`src/rtl/pkt_merge_pkg.sv`:
```
package pkt_merge_pkg;
  localparam int WORD_W = 32;
  localparam int KEEP_W = WORD_W / 8;
  localparam int ID_W   = 5;
  localparam int TYPE_W = 3;

  typedef enum logic [1:0] {
    ST_IDLE,
    ST_HDR,
    ST_PAY,
    ST_DRAIN
  } seq_st_e;
endpackage

```
`src/rtl/route_hdr_gen.sv`:
```
module route_hdr_gen
  import pkt_merge_pkg::*;
(
  input  logic [ID_W-1:0]   id_i,
  input  logic [TYPE_W-1:0] ptype_i,
  output logic [WORD_W-1:0] hdr_o
);
  logic [WORD_W-2:0] body;

  always_comb begin
    body        = '0;
    body[4:0]   = id_i;
    body[14:12] = ptype_i;
    body[20:16] = '1; // source row
    body[27:21] = '1; // source column
  end

  assign hdr_o = {~^body, body};
endmodule

```
`src/rtl/src_select.sv`:
```
module src_select
  import pkt_merge_pkg::*;
#(
  parameter int NUM_IN = 4,
  localparam int SEL_W = $clog2(NUM_IN)
) (
  input  logic                     clk_i,
  input  logic                     rst_ni,
  input  logic [SEL_W-1:0]         sel_i,
  input  logic                     take_i,
  input  logic [NUM_IN*WORD_W-1:0] data_i,
  input  logic [NUM_IN*KEEP_W-1:0] keep_i,
  input  logic [NUM_IN-1:0]        valid_i,
  output logic [NUM_IN-1:0]        ready_o,
  output logic [WORD_W-1:0]        sel_data_o,
  output logic [KEEP_W-1:0]        sel_keep_o,
  output logic                     sel_valid_o
);
  logic [WORD_W-1:0] data_a [NUM_IN];
  logic [KEEP_W-1:0] keep_a [NUM_IN];

  for (genvar g = 0; g < NUM_IN; g++) begin : g_src
    assign data_a[g]  = data_i[g*WORD_W +: WORD_W];
    assign keep_a[g]  = keep_i[g*KEEP_W +: KEEP_W];
    assign ready_o[g] = take_i && (sel_i == SEL_W'(g));
  end

  assign sel_data_o  = data_a[sel_i];
  assign sel_keep_o  = keep_a[sel_i];
  assign sel_valid_o = valid_i[sel_i];

  a_r8_ready_onehot: assert property (@(posedge clk_i) disable iff (!rst_ni)
    $onehot0(ready_o));
endmodule

```
`src/rtl/seq_ctrl.sv`:
```
module seq_ctrl
  import pkt_merge_pkg::*;
#(
  parameter int NUM_IN  = 4,
  parameter int PKT_LEN = 8,
  parameter int CNT_W   = 16,
  localparam int SEL_W  = $clog2(NUM_IN),
  localparam int BEAT_W = $clog2(PKT_LEN)
) (
  input  logic             clk_i,
  input  logic             rst_ni,
  input  logic             start_i,
  input  logic [CNT_W-1:0] iter_count_i,
  input  logic             adv_i,
  input  logic             out_ack_i,
  output seq_st_e          state_o,
  output logic [SEL_W-1:0] sel_o,
  output logic             last_beat_o,
  output logic             done_o
);
  localparam logic [SEL_W-1:0]  LAST_SEL  = SEL_W'(NUM_IN - 1);
  localparam logic [BEAT_W-1:0] LAST_BEAT = BEAT_W'(PKT_LEN - 1);

  seq_st_e           st_q;
  logic [SEL_W-1:0]  sel_q;
  logic [BEAT_W-1:0] beat_q;
  logic [CNT_W-1:0]  iter_q, total_q;
  logic              done_q;

  assign last_beat_o = (beat_q == LAST_BEAT);

  always_ff @(posedge clk_i or negedge rst_ni) begin
    if (!rst_ni) begin
      st_q    <= ST_IDLE;
      sel_q   <= '0;
      beat_q  <= '0;
      iter_q  <= '0;
      total_q <= '0;
      done_q  <= 1'b0;
    end else begin
      unique case (st_q)
        ST_IDLE: if (start_i) begin
          sel_q   <= '0;
          beat_q  <= '0;
          iter_q  <= '0;
          total_q <= iter_count_i;
          if (iter_count_i == '0) begin
            done_q <= 1'b1;
          end else begin
            done_q <= 1'b0;
            st_q   <= ST_HDR;
          end
        end
        ST_HDR: if (adv_i) st_q <= ST_PAY;
        ST_PAY: if (adv_i) begin
          if (last_beat_o) begin
            beat_q <= '0;
            if (sel_q == LAST_SEL) begin
              sel_q <= '0;
              if (iter_q == total_q - 1'b1) begin
                st_q <= ST_DRAIN;
              end else begin
                iter_q <= iter_q + 1'b1;
                st_q   <= ST_HDR;
              end
            end else begin
              sel_q <= sel_q + 1'b1;
              st_q  <= ST_HDR;
            end
          end else begin
            beat_q <= beat_q + 1'b1;
          end
        end
        ST_DRAIN: if (out_ack_i) begin
          done_q <= 1'b1;
          st_q   <= ST_IDLE;
        end
        default: st_q <= ST_IDLE;
      endcase
    end
  end

  assign state_o = st_q;
  assign sel_o   = sel_q;
  assign done_o  = done_q;

  a_r9_done_only_idle: assert property (@(posedge clk_i) disable iff (!rst_ni)
    done_q |-> st_q == ST_IDLE);
  a_r9_zero_iter_done: assert property (@(posedge clk_i) disable iff (!rst_ni)
    (st_q == ST_IDLE && start_i && iter_count_i == '0) |=> done_q);
  a_r6_next_src: assert property (@(posedge clk_i) disable iff (!rst_ni)
    (st_q == ST_PAY && adv_i && last_beat_o && sel_q != LAST_SEL) |=>
      (sel_q == $past(sel_q) + 1'b1 && st_q == ST_HDR));
  a_r6_wrap_src: assert property (@(posedge clk_i) disable iff (!rst_ni)
    (st_q == ST_PAY && adv_i && last_beat_o && sel_q == LAST_SEL) |=> sel_q == '0);
endmodule

```
`src/rtl/pkt_hdr_merge.sv`:
```
module pkt_hdr_merge
  import pkt_merge_pkg::*;
#(
  parameter int NUM_IN  = 4,
  parameter int PKT_LEN = 8,
  parameter int CNT_W   = 16,
  parameter logic [NUM_IN*ID_W-1:0] ID_TABLE = {5'd30, 5'd17, 5'd9, 5'd3},
  parameter logic [TYPE_W-1:0]      PKT_TYPE = '0
) (
  input  logic                     clk_i,
  input  logic                     rst_ni,
  input  logic                     start_i,
  input  logic [CNT_W-1:0]         iter_count_i,
  input  logic [NUM_IN*WORD_W-1:0] s_tdata_i,
  input  logic [NUM_IN*KEEP_W-1:0] s_tkeep_i,
  input  logic [NUM_IN-1:0]        s_tvalid_i,
  output logic [NUM_IN-1:0]        s_tready_o,
  output logic [WORD_W-1:0]        m_tdata_o,
  output logic [KEEP_W-1:0]        m_tkeep_o,
  output logic                     m_tlast_o,
  output logic                     m_tvalid_o,
  input  logic                     m_tready_i,
  output logic                     done_o
);
  localparam int SEL_W = $clog2(NUM_IN);

  seq_st_e           st;
  logic [SEL_W-1:0]  sel;
  logic              last_beat, slot_free, take, adv, out_ack, is_hdr;
  logic [WORD_W-1:0] sel_data, hdr;
  logic [KEEP_W-1:0] sel_keep;
  logic              sel_valid;
  logic [ID_W-1:0]   id_tab [NUM_IN];

  logic [WORD_W-1:0] data_q;
  logic [KEEP_W-1:0] keep_q;
  logic              last_q, valid_q, hdr_q;

  for (genvar g = 0; g < NUM_IN; g++) begin : g_id
    assign id_tab[g] = ID_TABLE[g*ID_W +: ID_W];
  end

  assign slot_free = !valid_q || m_tready_i;
  assign is_hdr    = (st == ST_HDR);
  assign take      = (st == ST_PAY) && slot_free;
  assign adv       = (is_hdr && slot_free) || (take && sel_valid);
  assign out_ack   = valid_q && m_tready_i;

  seq_ctrl #(.NUM_IN(NUM_IN), .PKT_LEN(PKT_LEN), .CNT_W(CNT_W)) i_seq (
    .clk_i, .rst_ni, .start_i, .iter_count_i,
    .adv_i(adv), .out_ack_i(out_ack),
    .state_o(st), .sel_o(sel), .last_beat_o(last_beat), .done_o
  );

  src_select #(.NUM_IN(NUM_IN)) i_sel (
    .clk_i, .rst_ni, .sel_i(sel), .take_i(take),
    .data_i(s_tdata_i), .keep_i(s_tkeep_i), .valid_i(s_tvalid_i),
    .ready_o(s_tready_o), .sel_data_o(sel_data), .sel_keep_o(sel_keep),
    .sel_valid_o(sel_valid)
  );

  route_hdr_gen i_hdr (.id_i(id_tab[sel]), .ptype_i(PKT_TYPE), .hdr_o(hdr));

  always_ff @(posedge clk_i or negedge rst_ni) begin
    if (!rst_ni) begin
      data_q  <= '0;
      keep_q  <= '0;
      last_q  <= 1'b0;
      valid_q <= 1'b0;
      hdr_q   <= 1'b0;
    end else if (adv) begin
      data_q  <= is_hdr ? hdr : sel_data;
      keep_q  <= is_hdr ? '1 : sel_keep;
      last_q  <= !is_hdr && last_beat;
      valid_q <= 1'b1;
      hdr_q   <= is_hdr;
    end else if (m_tready_i) begin
      valid_q <= 1'b0;
    end
  end

  assign m_tdata_o  = data_q;
  assign m_tkeep_o  = keep_q;
  assign m_tlast_o  = last_q;
  assign m_tvalid_o = valid_q;

  a_r8_hold_stalled: assert property (@(posedge clk_i) disable iff (!rst_ni)
    (m_tvalid_o && !m_tready_i) |=>
      (m_tvalid_o && $stable(m_tdata_o) && $stable(m_tkeep_o) && $stable(m_tlast_o)));
  a_r8_no_take_full: assert property (@(posedge clk_i) disable iff (!rst_ni)
    (m_tvalid_o && !m_tready_i) |-> s_tready_o == '0);
  a_r4_odd_parity: assert property (@(posedge clk_i) disable iff (!rst_ni)
    (m_tvalid_o && hdr_q) |-> ^m_tdata_o);
  a_r7_hdr_flags: assert property (@(posedge clk_i) disable iff (!rst_ni)
    (m_tvalid_o && hdr_q) |-> (!m_tlast_o && m_tkeep_o == '1));
  a_r3_hdr_fixed: assert property (@(posedge clk_i) disable iff (!rst_ni)
    (m_tvalid_o && hdr_q) |-> (m_tdata_o[27:16] == 12'hFFF && m_tdata_o[30:28] == 3'b0));
endmodule

```
`config.mk`:
```
export PLATFORM = sky130hd
export DESIGN_NAME = pkt_hdr_merge
export DESIGN_NICKNAME = d
export VERILOG_FILES = /design/src/rtl/pkt_merge_pkg.sv /design/src/rtl/route_hdr_gen.sv /design/src/rtl/src_select.sv /design/src/rtl/seq_ctrl.sv /design/src/rtl/pkt_hdr_merge.sv
export SDC_FILE = /design/constraint.sdc
export NUM_CORES = 1
export LEC_CHECK = 0
export BUFFER_PORTS_ARGS = -buffer_cell sky130_fd_sc_hd__buf_2
export CELL_PAD_IN_SITES_DETAIL_PLACEMENT = 1
export CELL_PAD_IN_SITES_GLOBAL_PLACEMENT = 1
export CORE_AREA = 2 2 158 160
export CTS_CLUSTER_DIAMETER = 120
export CTS_CLUSTER_SIZE = 12
export DETAILED_ROUTE_END_ITERATION = 10
export DIE_AREA = 0 0 160 162
export PLACE_DENSITY_LB_ADDON = 0.1
export SLEW_MARGIN = 15
export SYNTH_ARGS = -nofsm -noshare
export SYNTH_HDL_FRONTEND = slang
export SYNTH_HIERARCHICAL = 1
export SYNTH_SLANG_ARGS = --single-unit
```
`constraint.sdc`:
```
create_clock -name clk_i -period 4.7 [get_ports clk_i]
set_clock_uncertainty 0.15 [all_clocks]
set_input_delay 0.705 -clock clk_i [delete_from_list [all_inputs] [get_ports clk_i]]
set_output_delay 0.705 -clock clk_i [all_outputs]
set_load 0.03 [all_outputs]
```
==> metrics.csv, run 1 <==
stage,metric,value,unit
route,wl_met1,7150,µm
global_routing,grt_pass1_vias,5293,
sta,grt_setup_unrepaired,false,
setup_path,cp.depth,8,
clock_tree,clockBufferDepth,2,
sta,period_share,0.787,
sta,timing_hold_violations_final,0,
synthesis,synth-main-ff-cell,dfrtp_1,
setup_path,r2r_cells,8,
place,port_buffers,210,
setup_path,path_class,reg -> reg,
sta,tns,0,ns
clock_tree,clk_pin_slew_worst_paths,0.07,ns
finish,regArea,0.00195,mm²
sta,max_freq,270,MHz
clock_tree,cts_sinks,78,
finish,multi_input_area,0.00359,mm²
hold_path,hp-class,in -> async,
synthesis,synth_common_cells,"dfrtp_1 (78), nand2_1 (55), mux2_4 (52)",
outcome,status,"finished, final reports clean",
power_and_ir_drop,power.internal,2270,µW
floorplan,dieHeight,162,µm
power_and_ir_drop,power_frac_seq,0.310,
route,dr.pass1.iters,4,
synthesis,synthArstFlopShare,1.00,
clock_tree,htree_levels,3,
clock_tree,insertion_delay,0.35,ns
clock_tree,root_buffer,clkbuf_16,
route,vias,4737,
sta,finalMaxSlewViolations,0,
setup_path,cp.arrival,3.82,ns
synthesis,postSynthAreaPerCell,11.7,µm²
route,drt_first_iter_violations,188,
floorplan,die_area,0.0259,mm²
floorplan,num_rows,57,
setup_path,crit_required,4.82,ns
floorplan,coreArea,0.0241,mm²
setup_path,cpLargestDelayFamily,simple AND/OR/NAND/NOR gates,
synthesis,ys_top_cells_by_area,"dfrtp_1 (33%), mux4_2 (14%), mux2_4 (13%)",
power_and_ir_drop,combPwrFrac,0.506,
setup_path,slowest_delay,0.79,ns
setup_path,path_cells,or4_1 -> or4_1 -> xnor2_1 -> o21ai_0 -> nor4_4 -> buf_4 -> o21ai_0 -> a21oi_1,
setup_path,crit_fanout,17,
sta,worst_pin_slew,0.912,ns
synthesis,syn_inst,513,
route,routed_via_density,4.59,
sta,finalCriticalPeriod,3.70,ns
route,drc_errors,0,
power_and_ir_drop,p_per_area,534,mW/mm²
global_routing,antenna_found_initial,3,
sta,max_slew_margin,0.388,
synthesis,yosys_warnings,6,
clock_tree,numCtsBuffers,9,
setup_path,cp-end-kind,flip-flop,
finish,num-fill-cells,2824,
synthesis,ys_types,58,
global_routing,grt_first_pass_wirelength,28600,µm
floorplan,die_x,160,µm
finish,instances_no_fill,1031,
setup_path,cp_slowest_cell,nor4_4,
floorplan,initial_core_util,0.249,
global_routing,overflow,0,
job,maxCapViolations,0,
place,gp_congestion,0.830,
clock_tree,cts_setup_buffers,0,
synthesis,synth_seq_cells,78,
power_and_ir_drop,p_leak,0.00326,µW
synthesis,ys_seq_area_frac,0.326,
route,postRouteAntennaNets,0,
sta,setup_viol,0,
power_and_ir_drop,netSwitchingFraction,0.424,
route,highest_layer,met5,
synthesis,synth_top_area_cell,dfrtp_1,
finish,layout-drive-gt1-share,0.517,
clock_tree,holdBufCountCts,0,
synthesis,synth_most_common_cell,dfrtp_1,
power_and_ir_drop,p_sw,1670,µW
route,drt-total-wl,17800,µm
floorplan,io_pins,211,
place,dp_cells,1015,
place,post-dp-hpwl,13800,µm
setup_path,critPathLaunchType,flip-flop,
route,wl_per_cell,17.3,µm
finish,syn2layout_area_growth,23.3,%
synthesis,yosys.area.top_type_share,0.326,
synthesis,synth-edff-count,0,
route,dr_wl_met3,1170,µm
clock_tree,cts_tree,built,
clock_tree,ctsResizeCount,0,
route,met2_length,9130,µm
finish,layout.nets,877,
global_routing,grt_max_degree,48,
synthesis,synth_area,0.00599,mm²
power_and_ir_drop,ir_drop,0.000193,V
setup_path,crit_buf_inv,1,
global_routing,grt_use_total,0.142,
power_and_ir_drop,p_clk_frac,0.185,
-- kinds of logic after synthesis --
| kind of cell | share of synthesized area |
|---|---|
| AOI/OAI and AO/OA | 0.0787 |
| other | 0.00188 |
| xor gates and xnor gates | 0.0409 |
| muxes | 0.295 |
| buffers and inverters | 0.0946 |
| adders and majority gates | 0.0146 |
| DFF | 0.326 |
| and+or+nand+nor | 0.148 |
-- worst register-to-register path, delay by kind of cell (launching register included) --
kind	cells	cell delay, ns
AOI/OAI and AO/OA	3	0.46
xor gates and xnor gates	1	0.21
buffers and inverters	1	0.35
DFF	1	0.43
and+or+nand+nor	3	2.01
-- layout make-up --
class,instances,area share
repair buffers,217,0.150
clock buffers,9,0.0305
inverters,8,0.00407
flip-flops and latches,78,0.265
diodes,1,0.000339
multi-input cells,388,0.486
clock inverters,6,0.00966
well taps,324,0.0549
-- power by group through the flow --
stage                     Clock [µW]  Sequential [µW]  Combinational, µW
after floorplan                    0             1440               1310
after global placement             0             1220               2010
after detailed placement           0             1230               2040
after CTS                        768             1230               2040
after global routing             793             1280               2170
final                            728             1220               1990
-- routing by layer --
layer | GRT usage | up-vias
li1 | - | 2219
met1 | 0.164 | 2353
met2 | 0.250 | 137
met3 | 0.0429 | 26
met4 | 0.0471 | 2
met5 | 0 | -
-- cell usage in the layout (no fill, tap or decap), types with 3 or more instances in the layout --
cell type / n
o31ai_1: 5
mux2_4: 52
a22o_1: 3
o21ai_0: 14
or4_1: 10
and3b_1: 3
nor2_1: 9
inv_1: 8
mux4_2: 37
nand2_1: 55
nand2b_1: 6
a21oi_1: 12
nand3_1: 9
buf_4: 8
buf_2: 209
nand3b_1: 3
mux2_2: 12
ha_1: 7
or3_1: 15
o21ai_2: 6
nand4_1: 6
a21oi_2: 7
nor4_1: 14
clkbuf_16: 9
nor3b_1: 4
xnor2_1: 23
xor2_1: 5
and3_1: 3
o21ba_2: 4
conb_1: 29
dfrtp_1: 76
-- path summary, 6_finish.rpt --
kind                                               startpoint                            end  slack, ns
worst max-delay path             i_seq/total_q[2]$_DFFE_PN0P_    i_seq/iter_q[8]$_DFFE_PN0P_        1.0
worst min-delay path                                   rst_ni    i_seq/iter_q[9]$_DFFE_PN0P_       0.18
worst max register to register   i_seq/total_q[2]$_DFFE_PN0P_    i_seq/iter_q[8]$_DFFE_PN0P_        1.0
worst min register to register  i_seq/total_q[15]$_DFFE_PN0P_  i_seq/total_q[15]$_DFFE_PN0P_       0.35
max in group asynchronous                              rst_ni      m_tdata_o[19]$_DFFE_PN0P_       3.22
min in group clk_i              i_seq/total_q[15]$_DFFE_PN0P_  i_seq/total_q[15]$_DFFE_PN0P_       0.35
-- through the flow --
step | hold slack [ns] | utilization | cell area (µm²) | power [µW] | worst slack, ns
3_3_place_gp | 0.338 | 0.294 | 7090 | 3230 | 1.19
3_5_place_dp | 0.339 | 0.294 | 7090 | 3270 | 0.978
2_1_floorplan | 0.259 | - | 6090 | 2750 | 0.939
5_1_grt | 0.214 | 0.306 | 7380 | 4240 | 0.665
6_report | 0.182 | 0.306 | 7390 | 3940 | 0.999
4_1_cts | 0.200 | 0.306 | 7380 | 4040 | 0.955
-- sequential cells by signal, summed over array words and instances (netlist names) --
| register | flops |
|---|---|
| i_seq/total_q | 16 |
| i_seq/state_o | 2 |
| m_tdata_o | 32 |
| m_tkeep_o | 4 |
| i_seq/beat_q | 3 |
| i_seq/sel_o | 2 |
| i_seq/iter_q | 16 |
| i_seq/done_o | 1 |
| m_tvalid_o | 1 |
| m_tlast_o | 1 |
Note: power is estimated with default switching activity, not from simulation.
==> run 2: changes to the inputs <==
--- a/config.mk
+++ b/config.mk
@@ -5,14 +5,15 @@
 export SDC_FILE = /design/constraint.sdc
 export NUM_CORES = 1
 export LEC_CHECK = 0
+export ABC_AREA = 1
 export BUFFER_PORTS_ARGS = -buffer_cell sky130_fd_sc_hd__buf_2
 export CELL_PAD_IN_SITES_DETAIL_PLACEMENT = 1
 export CELL_PAD_IN_SITES_GLOBAL_PLACEMENT = 1
-export CORE_AREA = 2 2 158 160
+export CORE_AREA = 2 2 168 170
 export CTS_CLUSTER_DIAMETER = 120
 export CTS_CLUSTER_SIZE = 12
 export DETAILED_ROUTE_END_ITERATION = 10
-export DIE_AREA = 0 0 160 162
+export DIE_AREA = 0 0 170 172
 export PLACE_DENSITY_LB_ADDON = 0.1
 export SLEW_MARGIN = 15
 export SYNTH_ARGS = -nofsm -noshare
==> constraint.sdc (replaced) <==
create_clock -name clk_i -period 3.1 [get_ports clk_i]
set_clock_uncertainty 0.15 [all_clocks]
set_input_delay 0.465 -clock clk_i [delete_from_list [all_inputs] [get_ports clk_i]]
set_output_delay 0.465 -clock clk_i [all_outputs]
set_load 0.03 [all_outputs]
==> run 2 against run 1 <==
Synthesized area up 13%. Core utilization down 0.68 points. Combinational power up 140%. Hold slack better by 0.019 ns. Worst setup slack worse by 0.65 ns. Sequential power up 47%. Sequential share of layout area down 2.7 points. Critical path depth down 1. Via count up 59%. Count of clock-buffer cells in the layout up 2. Critical path type is now reg -> out. Register-to-register slack worse by 0.42 ns. Global-route usage up 3.5 points.
==> metrics.csv, run 2 <==
stage,metric,value,unit,change
floorplan,dieHeight,172,µm,+6.2%
route,vias,7526,,+59%
finish,layout.cells.most_common,nand2_1,,
global_routing,grt_first_pass_wirelength,40700,µm,+42%
outcome,status,"finished, final reports clean",,
floorplan,io_pins,211,,unchanged
synthesis,synth_most_common_cell,nand2_1,,
synthesis,synth_area,0.00678,mm²,+13%
global_routing,antenna_found_initial,3,,unchanged
finish,layout-drive-gt1-share,0.204,,-0.313
place,dpl_worst_slack,0.511,ns,-0.468 ns
synthesis,synth-main-ff-cell,dfrtp_1,,
sta,finalCriticalPeriod,2.75,ns,
sta,max_slew_margin,0.437,,+0.0493
finish,multi_input_area,0.00412,mm²,+15%
sta,setup_viol,0,,unchanged
sta,max_freq,364,MHz,
power_and_ir_drop,p_sw,4190,µW,+150%
clock_tree,cts_tree,built,,
route,routed_via_density,4.46,,-3.0%
global_routing,grt_pass1_vias,7865,,+49%
route,wl_per_cell,14.7,µm,-15%
finish,layout.nets,1510,,+72%
clock_tree,cts_sinks,78,,unchanged
synthesis,ys_top_cells_by_area,"nand2_1 (34%), dfrtp_1 (29%), nand3_1 (11%)",,
route,drt-total-wl,24800,µm,+39%
global_routing,overflow,0,,unchanged
floorplan,num_rows,61,,+7.0%
setup_path,cp_slowest_cell,dfrtp_1,,
setup_path,crit_required,2.48,ns,-2.34 ns
power_and_ir_drop,power_frac_seq,0.236,,-0.074
synthesis,synth_common_cells,"nand2_1 (608), nand3_1 (155), dfrtp_1 (78)",,
floorplan,initial_core_util,0.247,,-0.00184
finish,syn2layout_area_growth,21.5,%,
sta,setup_slack,0.350,ns,-0.649 ns
hold_path,hp-class,in -> reg,,
power_and_ir_drop,power.internal,3420,µW,+51%
synthesis,syn_inst,1154,,+120%
setup_path,cp-end-kind,output pin,,
clock_tree,root_buffer,clkbuf_16,,
global_routing,grt_max_degree,83,,+73%
finish,regArea,0.00195,mm²,unchanged
setup_path,slowest_delay,0.53,ns,-0.26 ns
synthesis,ys_types,38,,-34%
sta,tns,0,ns,unchanged
global_routing,grt_use_total,0.177,,+0.0349
sta,timing_hold_violations_final,0,,unchanged
clock_tree,clockBufferDepth,2,,unchanged
job,maxCapViolations,0,,unchanged
route,postRouteAntennaNets,0,,unchanged
route,drc_errors,0,,unchanged
power_and_ir_drop,combPwrFrac,0.634,,+0.128
sta,grt_setup_unrepaired,false,,
synthesis,synth-edff-count,0,,unchanged
sta,finalMaxSlewViolations,0,,unchanged
synthesis,synth_seq_cells,78,,unchanged
power_and_ir_drop,p_leak,0.00487,µW,+49%
synthesis,synth_top_area_cell,nand2_1,,
synthesis,ys_seq_area_frac,0.288,,-0.0378
setup_path,cp.arrival,2.13,ns,-1.69 ns
power_and_ir_drop,p_clk_frac,0.131,,-0.054
finish,num-fill-cells,3685,,+30%
place,gp_congestion,0.781,,-6.0%
power_and_ir_drop,p_per_area,924,mW/mm²,+73%
sta,period_share,0.887,,
floorplan,die_x,170,µm,+6.3%
sta,worst_pin_slew,0.845,ns,-0.0671 ns
route,drt_first_iter_violations,295,,+57%
place,post-dp-hpwl,19000,µm,+37%
setup_path,path_class,reg -> out,,
setup_path,crit_fanout,33,,+16
clock_tree,numCtsBuffers,9,,unchanged
setup_path,critPathLaunchType,flip-flop,,
place,port_buffers,210,,unchanged
setup_path,path_cells,inv_2 -> buf_4 -> nor2_1 -> and2_1 -> inv_1 -> nor3_1 -> buf_2,,
clock_tree,htree_levels,3,,unchanged
synthesis,postSynthAreaPerCell,5.87,µm²,-50%
power_and_ir_drop,netSwitchingFraction,0.550,,+0.126
floorplan,die_area,0.0292,mm²,+13%
synthesis,yosys_warnings,6,,unchanged
power_and_ir_drop,ir_drop,0.000425,V,+120%
finish,largest_reg_flops,32,,unchanged
synthesis,yosys.area.top_type_share,0.337,,+0.0109
synthesis,synthArstFlopShare,1.00,,unchanged
clock_tree,insertion_delay,0.35,ns,about the same
finish,layout_common_cells,"nand2_1 (608), buf_2 (209), nand3_1 (155)",,
route,dr.pass1.iters,4,,unchanged
floorplan,coreArea,0.0275,mm²,+14%
clock_tree,cts_setup_buffers,0,,unchanged
clock_tree,clk_pin_slew_worst_paths,0.06,ns,about the same
==> run 2: metrics by stage <==
step                total power (µW)  area (µm²)  utilization  hold slack, ns  instances
floorplan                       5430        6900            -          0.0194       1187
global placement                6700        7950        0.289           0.315       1669
CTS                             7790        8230        0.299           0.190       1686
detailed placement              6730        7950        0.289           0.308       1669
global route                    8500        8230        0.300           0.199       1689
finish                          7600        8230        0.300           0.201       1689
==> run 2: area by class of cell <==
class                           count  area share
Clock buffer                       11      0.0283
Tap cell                          346      0.0526
Multi-Input combinational cell    952       0.500
Timing Repair Buffer              228       0.146
Sequential cell                    78       0.237
Clock inverter                      5     0.00441
Antenna cell                        3    0.000912
Inverter                           66      0.0304
==> run 2: cell families after synthesis <==
family / count (synthesis) / share of synthesized area
compound gates: 32 / 0.0264
xor+xnor: 21 / 0.0271
fa+ha+maj: 7 / 0.0129
buf+inv: 157 / 0.123
flops: 78 / 0.288
other cells: 3 / 0.00166
simple gates: 856 / 0.521
==> run 2: power groups by stage <==
stage / Sequential (µW) / Clock [µW] / Combinational (µW)
floorplan: 2140 / 0 / 3290
global placement: 1810 / 0 / 4890
detailed placement: 1800 / 0 / 4930
CTS: 1790 / 1040 / 4950
global route: 1850 / 1080 / 5570
finish: 1790 / 995 / 4820
==> run 2: final timing paths <==
check | end | slack (ns) | depth (start not counted) | start
setup / recovery | s_tready_o[0] | 0.35 | 7 | i_seq/state_o[1]$_DFFE_PN0P_
hold / removal | i_seq/total_q[10]$_DFFE_PN0P_ | 0.20 | 3 | iter_count_i[10]
setup reg to reg | i_seq/iter_q[6]$_DFFE_PN0P_ | 0.58 | 9 | i_seq/state_o[0]$_DFFE_PN0P_
hold reg to reg | m_tkeep_o[0]$_DFFE_PN0P_ | 0.32 | 2 | m_tkeep_o[0]$_DFFE_PN0P_
max in group asynchronous | i_seq/iter_q[0]$_DFFE_PN0P_ | 1.68 | 3 | rst_ni
min in group asynchronous | i_seq/total_q[10]$_DFFE_PN0P_ | 0.48 | 2 | rst_ni
==> run 2: what timing repair did <==
action                                 in CTS  in global routing
hold buffers                                1                  0
gates resized for setup                     0                  0
endpoints found under the hold margin      34                  0
==> run 2: worst max-delay path: cells and delay by family (launching register included) <==
| kind | cells | cell delay, ns |
|---|---|---|
| buffers and inverters | 4 | 0.68 |
| AND/OR/NAND/NOR | 3 | 0.56 |
| flip-flops | 1 | 0.53 |
==> run 2: metal layers <==
layer,up-vias,global-route usage,part of all wire
li1,3870,-,-
met1,3516,0.230,0.48
met2,125,0.310,0.48
met3,15,0.0277,0.035
met4,0,0.0357,0.011
met5,-,0,0
